### config.mk
export PLATFORM = sky130hd
export DESIGN_NAME = dram_pwrup_seq
export DESIGN_NICKNAME = d
export VERILOG_FILES = /design/src/rtl/dram_pwrup_pkg.sv /design/src/rtl/dram_seq_timer.sv /design/src/rtl/dram_seq_cmd_drv.sv /design/src/rtl/dram_pwrup_seq.sv
export SDC_FILE = /design/constraint.sdc
export NUM_CORES = 1
export LEC_CHECK = 0
export ABC_AREA = 1
export CAP_MARGIN = 40
export CORE_MARGIN = 3
export CORE_UTILIZATION = 50
export DETAILED_ROUTE_END_ITERATION = 10
export DONT_BUFFER_PORTS = 1
export PLACE_DENSITY_LB_ADDON = 0.3
export SETUP_SLACK_MARGIN = 0.1
export SLEW_MARGIN = 5
export SYNTH_ARGS = -nofsm -noshare
export SYNTH_HDL_FRONTEND = slang
export SYNTH_SLANG_ARGS = --single-unit
export TNS_END_PERCENT = 1
### constraint.sdc
create_clock -name clk_i -period 2 [get_ports clk_i]
set_input_delay 0.4 -clock clk_i [delete_from_list [all_inputs] [get_ports clk_i]]
set_output_delay 0.4 -clock clk_i [all_outputs]
set_load 0.02 [all_outputs]
### src/rtl/dram_pwrup_pkg.sv
package dram_pwrup_pkg;

  typedef enum logic [1:0] {
    CMD_NOP = 2'b00,
    CMD_MRS = 2'b01,
    CMD_REF = 2'b10
  } cmd_e;

  typedef enum logic [2:0] {
    ST_WAIT,
    ST_DUMMY,
    ST_MODE,
    ST_GUARD,
    ST_REF,
    ST_TAIL,
    ST_DONE
  } phase_e;

  function automatic int unsigned max_u(int unsigned a, int unsigned b);
    return (a > b) ? a : b;
  endfunction

endpackage

### src/rtl/dram_seq_timer.sv
module dram_seq_timer #(
  parameter int unsigned W       = 8,
  parameter int unsigned RST_VAL = 1
) (
  input  logic         clk_i,
  input  logic         rst_ni,
  input  logic         load_i,
  input  logic [W-1:0] load_val_i,
  input  logic         dec_i,
  output logic [W-1:0] cnt_o,
  output logic [W-1:0] cnt_d_o,
  output logic         zero_o
);

  logic [W-1:0] cnt_q;

  always_comb begin
    cnt_d_o = cnt_q;
    if (load_i)                   cnt_d_o = load_val_i;
    else if (dec_i && cnt_q != '0) cnt_d_o = cnt_q - 1'b1;
  end

  always_ff @(posedge clk_i or negedge rst_ni) begin
    if (!rst_ni) cnt_q <= W'(RST_VAL);
    else         cnt_q <= cnt_d_o;
  end

  assign cnt_o  = cnt_q;
  assign zero_o = (cnt_q == '0);

  // the phase machine must never ask to count below zero
  p_no_wrap_r3: assert property (@(posedge clk_i) disable iff (!rst_ni)
    (dec_i && !load_i) |-> (cnt_q != '0));

endmodule

### src/rtl/dram_seq_cmd_drv.sv
module dram_seq_cmd_drv
  import dram_pwrup_pkg::*;
#(
  parameter int unsigned ADDR_W = 20,
  parameter int unsigned BANK_W = 3
) (
  input  logic              clk_i,
  input  logic              rst_ni,
  input  phase_e            phase_d_i,
  input  logic [BANK_W-1:0] bank_d_i,
  input  logic [ADDR_W-1:0] mode_i,
  output logic              cs_n_o,
  output logic [1:0]        cmd_o,
  output logic [ADDR_W-1:0] addr_o,
  output logic [BANK_W-1:0] bank_o,
  output logic              done_o
);

  cmd_e              cmd_d;
  logic [ADDR_W-1:0] addr_d;
  logic [BANK_W-1:0] bank_d;
  logic              done_d;

  always_comb begin
    cmd_d  = CMD_NOP;
    addr_d = '0;
    bank_d = '0;
    done_d = 1'b0;
    case (phase_d_i)
      ST_DUMMY: cmd_d = CMD_MRS;
      ST_MODE: begin
        cmd_d  = CMD_MRS;
        addr_d = mode_i;
      end
      ST_REF: begin
        cmd_d  = CMD_REF;
        bank_d = bank_d_i;
      end
      ST_DONE: done_d = 1'b1;
      default: ;
    endcase
  end

  always_ff @(posedge clk_i or negedge rst_ni) begin
    if (!rst_ni) begin
      cs_n_o <= 1'b1;
      cmd_o  <= CMD_NOP;
      addr_o <= '0;
      bank_o <= '0;
      done_o <= 1'b0;
    end else begin
      cs_n_o <= (cmd_d == CMD_NOP);
      cmd_o  <= cmd_d;
      addr_o <= addr_d;
      bank_o <= bank_d;
      done_o <= done_d;
    end
  end

endmodule

### src/rtl/dram_pwrup_seq.sv
module dram_pwrup_seq
  import dram_pwrup_pkg::*;
#(
  parameter int unsigned CLK_MHZ    = 200,
  parameter int unsigned STABLE_US  = 200,
  parameter int unsigned STABLE_CYC = CLK_MHZ * STABLE_US,
  parameter int unsigned N_DUMMY    = 2,
  parameter int unsigned MRSC_CYC   = 6,
  parameter int unsigned RC_CYC     = 8,
  parameter int unsigned NOP_WIN    = 1024,
  parameter int unsigned N_BANK     = 8,
  parameter int unsigned ADDR_W     = 20,
  parameter logic [ADDR_W-1:0] MODE_VAL = '0,
  localparam int unsigned BANK_W    = $clog2(N_BANK)
) (
  input  logic              clk_i,
  input  logic              rst_ni,
  input  logic              pwr_good_i,
  output logic              cs_n_o,
  output logic [1:0]        cmd_o,
  output logic [ADDR_W-1:0] addr_o,
  output logic [BANK_W-1:0] bank_o,
  output logic              done_o
);

  localparam int unsigned TAIL_CYC = max_u(NOP_WIN, RC_CYC);
  localparam int unsigned CNT_MAX  = max_u(max_u(STABLE_CYC, TAIL_CYC),
                                           max_u(max_u(N_DUMMY, MRSC_CYC), N_BANK));
  localparam int unsigned CNT_W    = $clog2(CNT_MAX + 1);
  localparam int unsigned RCC_W    = $clog2(RC_CYC + 1);

  phase_e             phase_q, phase_d;
  logic               ld, dec, cnt_zero;
  logic [CNT_W-1:0]   ld_val, cnt_q, cnt_d;
  logic [BANK_W-1:0]  bank_d;

  // phase sequencing; every phase length sits in the shared timer
  always_comb begin
    phase_d = phase_q;
    ld      = 1'b0;
    ld_val  = '0;
    dec     = 1'b0;
    if (!pwr_good_i) begin
      phase_d = ST_WAIT;
      ld      = 1'b1;
      ld_val  = CNT_W'(STABLE_CYC);
    end else begin
      case (phase_q)
        ST_WAIT:
          if (cnt_zero) begin
            phase_d = ST_DUMMY;
            ld      = 1'b1;
            ld_val  = CNT_W'(N_DUMMY - 1);
          end else dec = 1'b1;
        ST_DUMMY:
          if (cnt_zero) begin
            phase_d = ST_MODE;
            ld      = 1'b1;
          end else dec = 1'b1;
        ST_MODE: begin
          phase_d = ST_GUARD;
          ld      = 1'b1;
          ld_val  = CNT_W'(MRSC_CYC - 1);
        end
        ST_GUARD:
          if (cnt_zero) begin
            phase_d = ST_REF;
            ld      = 1'b1;
            ld_val  = CNT_W'(N_BANK - 1);
          end else dec = 1'b1;
        ST_REF:
          if (cnt_zero) begin
            phase_d = ST_TAIL;
            ld      = 1'b1;
            ld_val  = CNT_W'(TAIL_CYC - 1);
          end else dec = 1'b1;
        ST_TAIL:
          if (cnt_zero) phase_d = ST_DONE;
          else          dec = 1'b1;
        ST_DONE: phase_d = ST_DONE;
        default: begin
          phase_d = ST_WAIT;
          ld      = 1'b1;
          ld_val  = CNT_W'(STABLE_CYC);
        end
      endcase
    end
  end

  always_ff @(posedge clk_i or negedge rst_ni) begin
    if (!rst_ni) phase_q <= ST_WAIT;
    else         phase_q <= phase_d;
  end

  dram_seq_timer #(
    .W      (CNT_W),
    .RST_VAL(STABLE_CYC)
  ) u_timer (
    .clk_i     (clk_i),
    .rst_ni    (rst_ni),
    .load_i    (ld),
    .load_val_i(ld_val),
    .dec_i     (dec),
    .cnt_o     (cnt_q),
    .cnt_d_o   (cnt_d),
    .zero_o    (cnt_zero)
  );

  // refresh bank rises as the timer falls
  assign bank_d = BANK_W'(N_BANK - 1) - cnt_d[BANK_W-1:0];

  dram_seq_cmd_drv #(
    .ADDR_W(ADDR_W),
    .BANK_W(BANK_W)
  ) u_cmd (
    .clk_i    (clk_i),
    .rst_ni   (rst_ni),
    .phase_d_i(phase_d),
    .bank_d_i (bank_d),
    .mode_i   (MODE_VAL),
    .cs_n_o   (cs_n_o),
    .cmd_o    (cmd_o),
    .addr_o   (addr_o),
    .bank_o   (bank_o),
    .done_o   (done_o)
  );

  // per-bank cycles since last refresh on the bus, for the row-cycle check
  logic [N_BANK-1:0] rc_met;
  for (genvar b = 0; b < N_BANK; b++) begin : g_rc
    logic [RCC_W-1:0] rc_cnt_q;
    always_ff @(posedge clk_i or negedge rst_ni) begin
      if (!rst_ni) rc_cnt_q <= RCC_W'(RC_CYC);
      else if (cmd_o == CMD_REF && bank_o == BANK_W'(b)) rc_cnt_q <= '0;
      else if (rc_cnt_q < RCC_W'(RC_CYC)) rc_cnt_q <= rc_cnt_q + 1'b1;
    end
    assign rc_met[b] = (rc_cnt_q >= RCC_W'(RC_CYC));

    p_rc_before_done_r8: assert property (@(posedge clk_i) disable iff (!rst_ni)
      $rose(done_o) |-> rc_met[b]);
  end

  p_dummy_addr_low_r4: assert property (@(posedge clk_i) disable iff (!rst_ni)
    (phase_q == ST_DUMMY) |-> (cmd_o == CMD_MRS && addr_o == '0));

  p_guard_idle_r6: assert property (@(posedge clk_i) disable iff (!rst_ni)
    (phase_q == ST_GUARD) |-> (cmd_o == CMD_NOP && cs_n_o));

  p_ref_ascending_r7: assert property (@(posedge clk_i) disable iff (!rst_ni)
    (cmd_o == CMD_REF && $past(cmd_o) == CMD_REF) |-> (bank_o == $past(bank_o) + 1'b1));

  p_done_holds_r9: assert property (@(posedge clk_i) disable iff (!rst_ni)
    (done_o && pwr_good_i) |=> done_o);

  p_pg_loss_idle_r10: assert property (@(posedge clk_i) disable iff (!rst_ni)
    !pwr_good_i |=> (!done_o && cmd_o == CMD_NOP));

endmodule

==> results.yml <==
placement:
  io_buffers: 0
  place_congestion: 0.8664
  hpwl_um: 2758
  placed_area_um2: 1762
timing:
  maxSlewViolCount: 0
  final.setup.tns_ns: 0
  setup-violations-final: 0
  rsz0062_at_grt: "false"
  fmax_mhz: 560.5
  finClkSkew_ns: 0.009865
  finalCritPeriodShare: 0.8921
  holdWs_ns: 0.2023
  final_hold_viol_count: 0
  finalCriticalPeriod_ns: 1.784
synth:
  yosys.area_share.adder: 0.006944
  synth-main-ff-cell: "dfrtp_1"
  seq_area_frac_synth: 0.3653
  yosys.area_share.xor_xnor: 0.01944
  ys_warn_count: 0
  synth_top_cells_by_area: "dfrtp_1, nand2_1, dfstp_2"
  yosysTopAreaCell: "dfrtp_1"
  synth_edf_count: 0
  synth-simple-area-share: 0.3451
  synth.distinct_cells: 31
  synth_area_um2: 1802
  synth_top_area_frac: 0.2778
  synthCells: 244
  synth-seq-cells: 26
  syn_avg_cell_area_um2: 7.384
  ys_async_sr_fraction: 1.000
  synth_compound_area_frac: 0.09028
  synth.mux.area_fraction: 0
  synth_top_family_by_area: "simple AND/OR/NAND/NOR gates"
grt:
  grt_pass1_wl_um: 6134
  grt_pass1_vias: 1356
  track_usage: 0.1803
  grt_max_degree: 27
  globalRoute.totalOverflow: 0
  antenna_found_initial: 0
min_path:
  hold_end: "u_timer.cnt_o[2]"
  min_from: "pwr_good_i"
  hold_class: "input pin to flop"
  hold_depth: 2
power_and_ir_drop:
  vdd_drop_max_uv: 585.3
  leakage_nw: 0.9855
  power.density_nw_per_um2: 724.6
floorplanning:
  die_width_um: 66.03
  fp.dieH_um: 66.03
  num_rows: 21
  die-area_um2: 4360
  core_um2: 3416
  io_pins: 30
  initial_utilization: 0.5275
route:
  via_per_inst: 4.847
  drtAntennaViolNets: 0
  drc: 0
  dr.pass1.iters: 4
  drt-total-wl_um: 3622
  wire_per_inst_um: 12.28
  drt-initial-drc-count: 121
  via_count: 1430
clock_network:
  path_clk_slew_ns: 0.15
  cts_made_buffers: 3
  clockBufferDepth: 2
  clk_latency_ns: 0.33
  cts.sinks: 26
  cts_root_buf: "clkbuf_4"
  cts_tree: "yes"
  cts_max_level: 1
setup_path:
  path_class: "flop to flop"
  reg2reg_slack_ns: 0.22
  max_stage_delay_ns: 0.46
  r2r_end: "u_timer.cnt_o[4]"
  worstPathArrival_ns: 2.00
  critPathMaxFanout: 15
  worstRegToRegCells: 8
  critical_path_buf_inv_count: 1
  path_delay_family: "simple AND/OR/NAND/NOR gates"
  critPathRequiredTime_ns: 2.21
  critical_path.startpoint: "phase_q[2]"
  end_kind: "flop"
  timing.critical_path.mode_cell: "nand2_1"
  r2r_start: "phase_q[2]"
  slowest_stage: "a21boi_4"
  path_cells: "nand2_1 > nand2_1 > nor2_4 > a21boi_4 > nor2_4 > buf_12 > nand2_1 > o211ai_1"
  cp-start-kind: "flop"
finish:
  drive_above_1_share: 0.2008
  final_cell_mix: "nand2_1, inv_1, nand3_1"
  antenna_cells: 0
  synthToLayoutAreaGrowth_pct: 4.097
  fillers: 339
  nets: 254
  layout_commonest_cell: "nand2_1"
  final_area_um2: 1876
flow_run:
  maxCapViolCount: 0
run_status:
  run_status: "finished clean"
report_power, final:
| part | total [mW] | internal, mW | switching [mW] |
|---|---|---|---|
| clock network | 0.239 | 0.0783 | 0.161 |
| logic | 0.450 | 0.147 | 0.303 |
| registers | 0.670 | 0.591 | 0.0795 |
layer usage:
metal | global-route usage | vias to the layer above | wire length [um]
met3 | 0.03912 | 5 | 123
met5 | 0 | - | 0
met4 | 0.03807 | 0 | 29
met2 | 0.2954 | 20 | 1795
met1 | 0.2444 | 668 | 1674
li1 | - | 737 | -
stage by stage:
stage | power [mW] | util | instances | setup slack, ns
6_report | 1.359 | 0.5491 | 295 | 0.2159
5_1_grt | 1.456 | 0.5491 | 295 | 0.1161
4_1_cts | 1.329 | 0.5322 | 293 | 0.1005
3_5_place_dp | 1.072 | 0.5158 | 287 | 0.1058
3_3_place_gp | 1.068 | 0.5158 | 287 | 0.1587
2_1_floorplan | 1.028 | - | 263 | 0.3764
sequential cells by signal, indices dropped and copies added (netlist names):
name,count
u_cmd.cs_n_o,1
u_cmd.cmd_o,2
u_cmd.bank_o,3
phase_q,3
u_cmd.done_o,1
u_timer.cnt_o,16
final cells by class:
type / count / area, um2 / area share
tap: 46 / 57.56 / 0.03069
timing repair buffer: 4 / 57.56 / 0.03069
clock buffer: 4 / 26.28 / 0.01401
inverter: 37 / 138.9 / 0.07405
multi-input combinational: 178 / 937.1 / 0.4997
sequential: 26 / 658.1 / 0.3509
cells in the mapped netlist, types with 2 or more instances:
library cell / n
nand2_1: 58
inv_1: 27
nand3_1: 24
nor2_1: 23
buf_4: 21
dfrtp_1: 20
inv_2: 10
o21ai_0: 8
dfstp_2: 6
nand2_2: 6
o21ai_1: 5
nor2_2: 4
nor2_4: 4
xor2_1: 4
a31oi_1: 3
a21oi_1: 2
a21oi_2: 2
nand3_2: 2
nand4_1: 2
nor4_1: 2
logic make-up after synthesis:
| family | after synthesis |
|---|---|
| AND/OR/NAND/NOR | 129 |
| buffers and inverters | 59 |
| flip-flops | 26 |
| AO/OA/AOI/OAI | 24 |
| XOR/XNOR | 4 |
| adder cells (fa/ha/maj) | 1 |
| other | 1 |
worst max path at each step:
stage,cells past startpoint,endpoint,slack (ns)
2_1_floorplan,9,u_timer.cnt_o[14],0.38
3_5_place_dp,9,u_cmd.bank_o[1],0.11
6_report,8,u_timer.cnt_o[4],0.22
5_1_grt,10,u_cmd.bank_o[1],0.12
3_3_place_gp,9,u_cmd.bank_o[1],0.16
4_1_cts,9,u_cmd.bank_o[1],0.10
repair_timing:
item / CTS / global route
hold endpoints to repair: 26 / 0
setup buffers: 0 / 2
hold buffers: 2 / 0
pin swaps: 1 / 1
resized for setup: 0 / 8
endpoints found under the setup margin: 1 / 19
cloned: 0 / 0
Note: power is estimated with default switching activity, not from simulation.
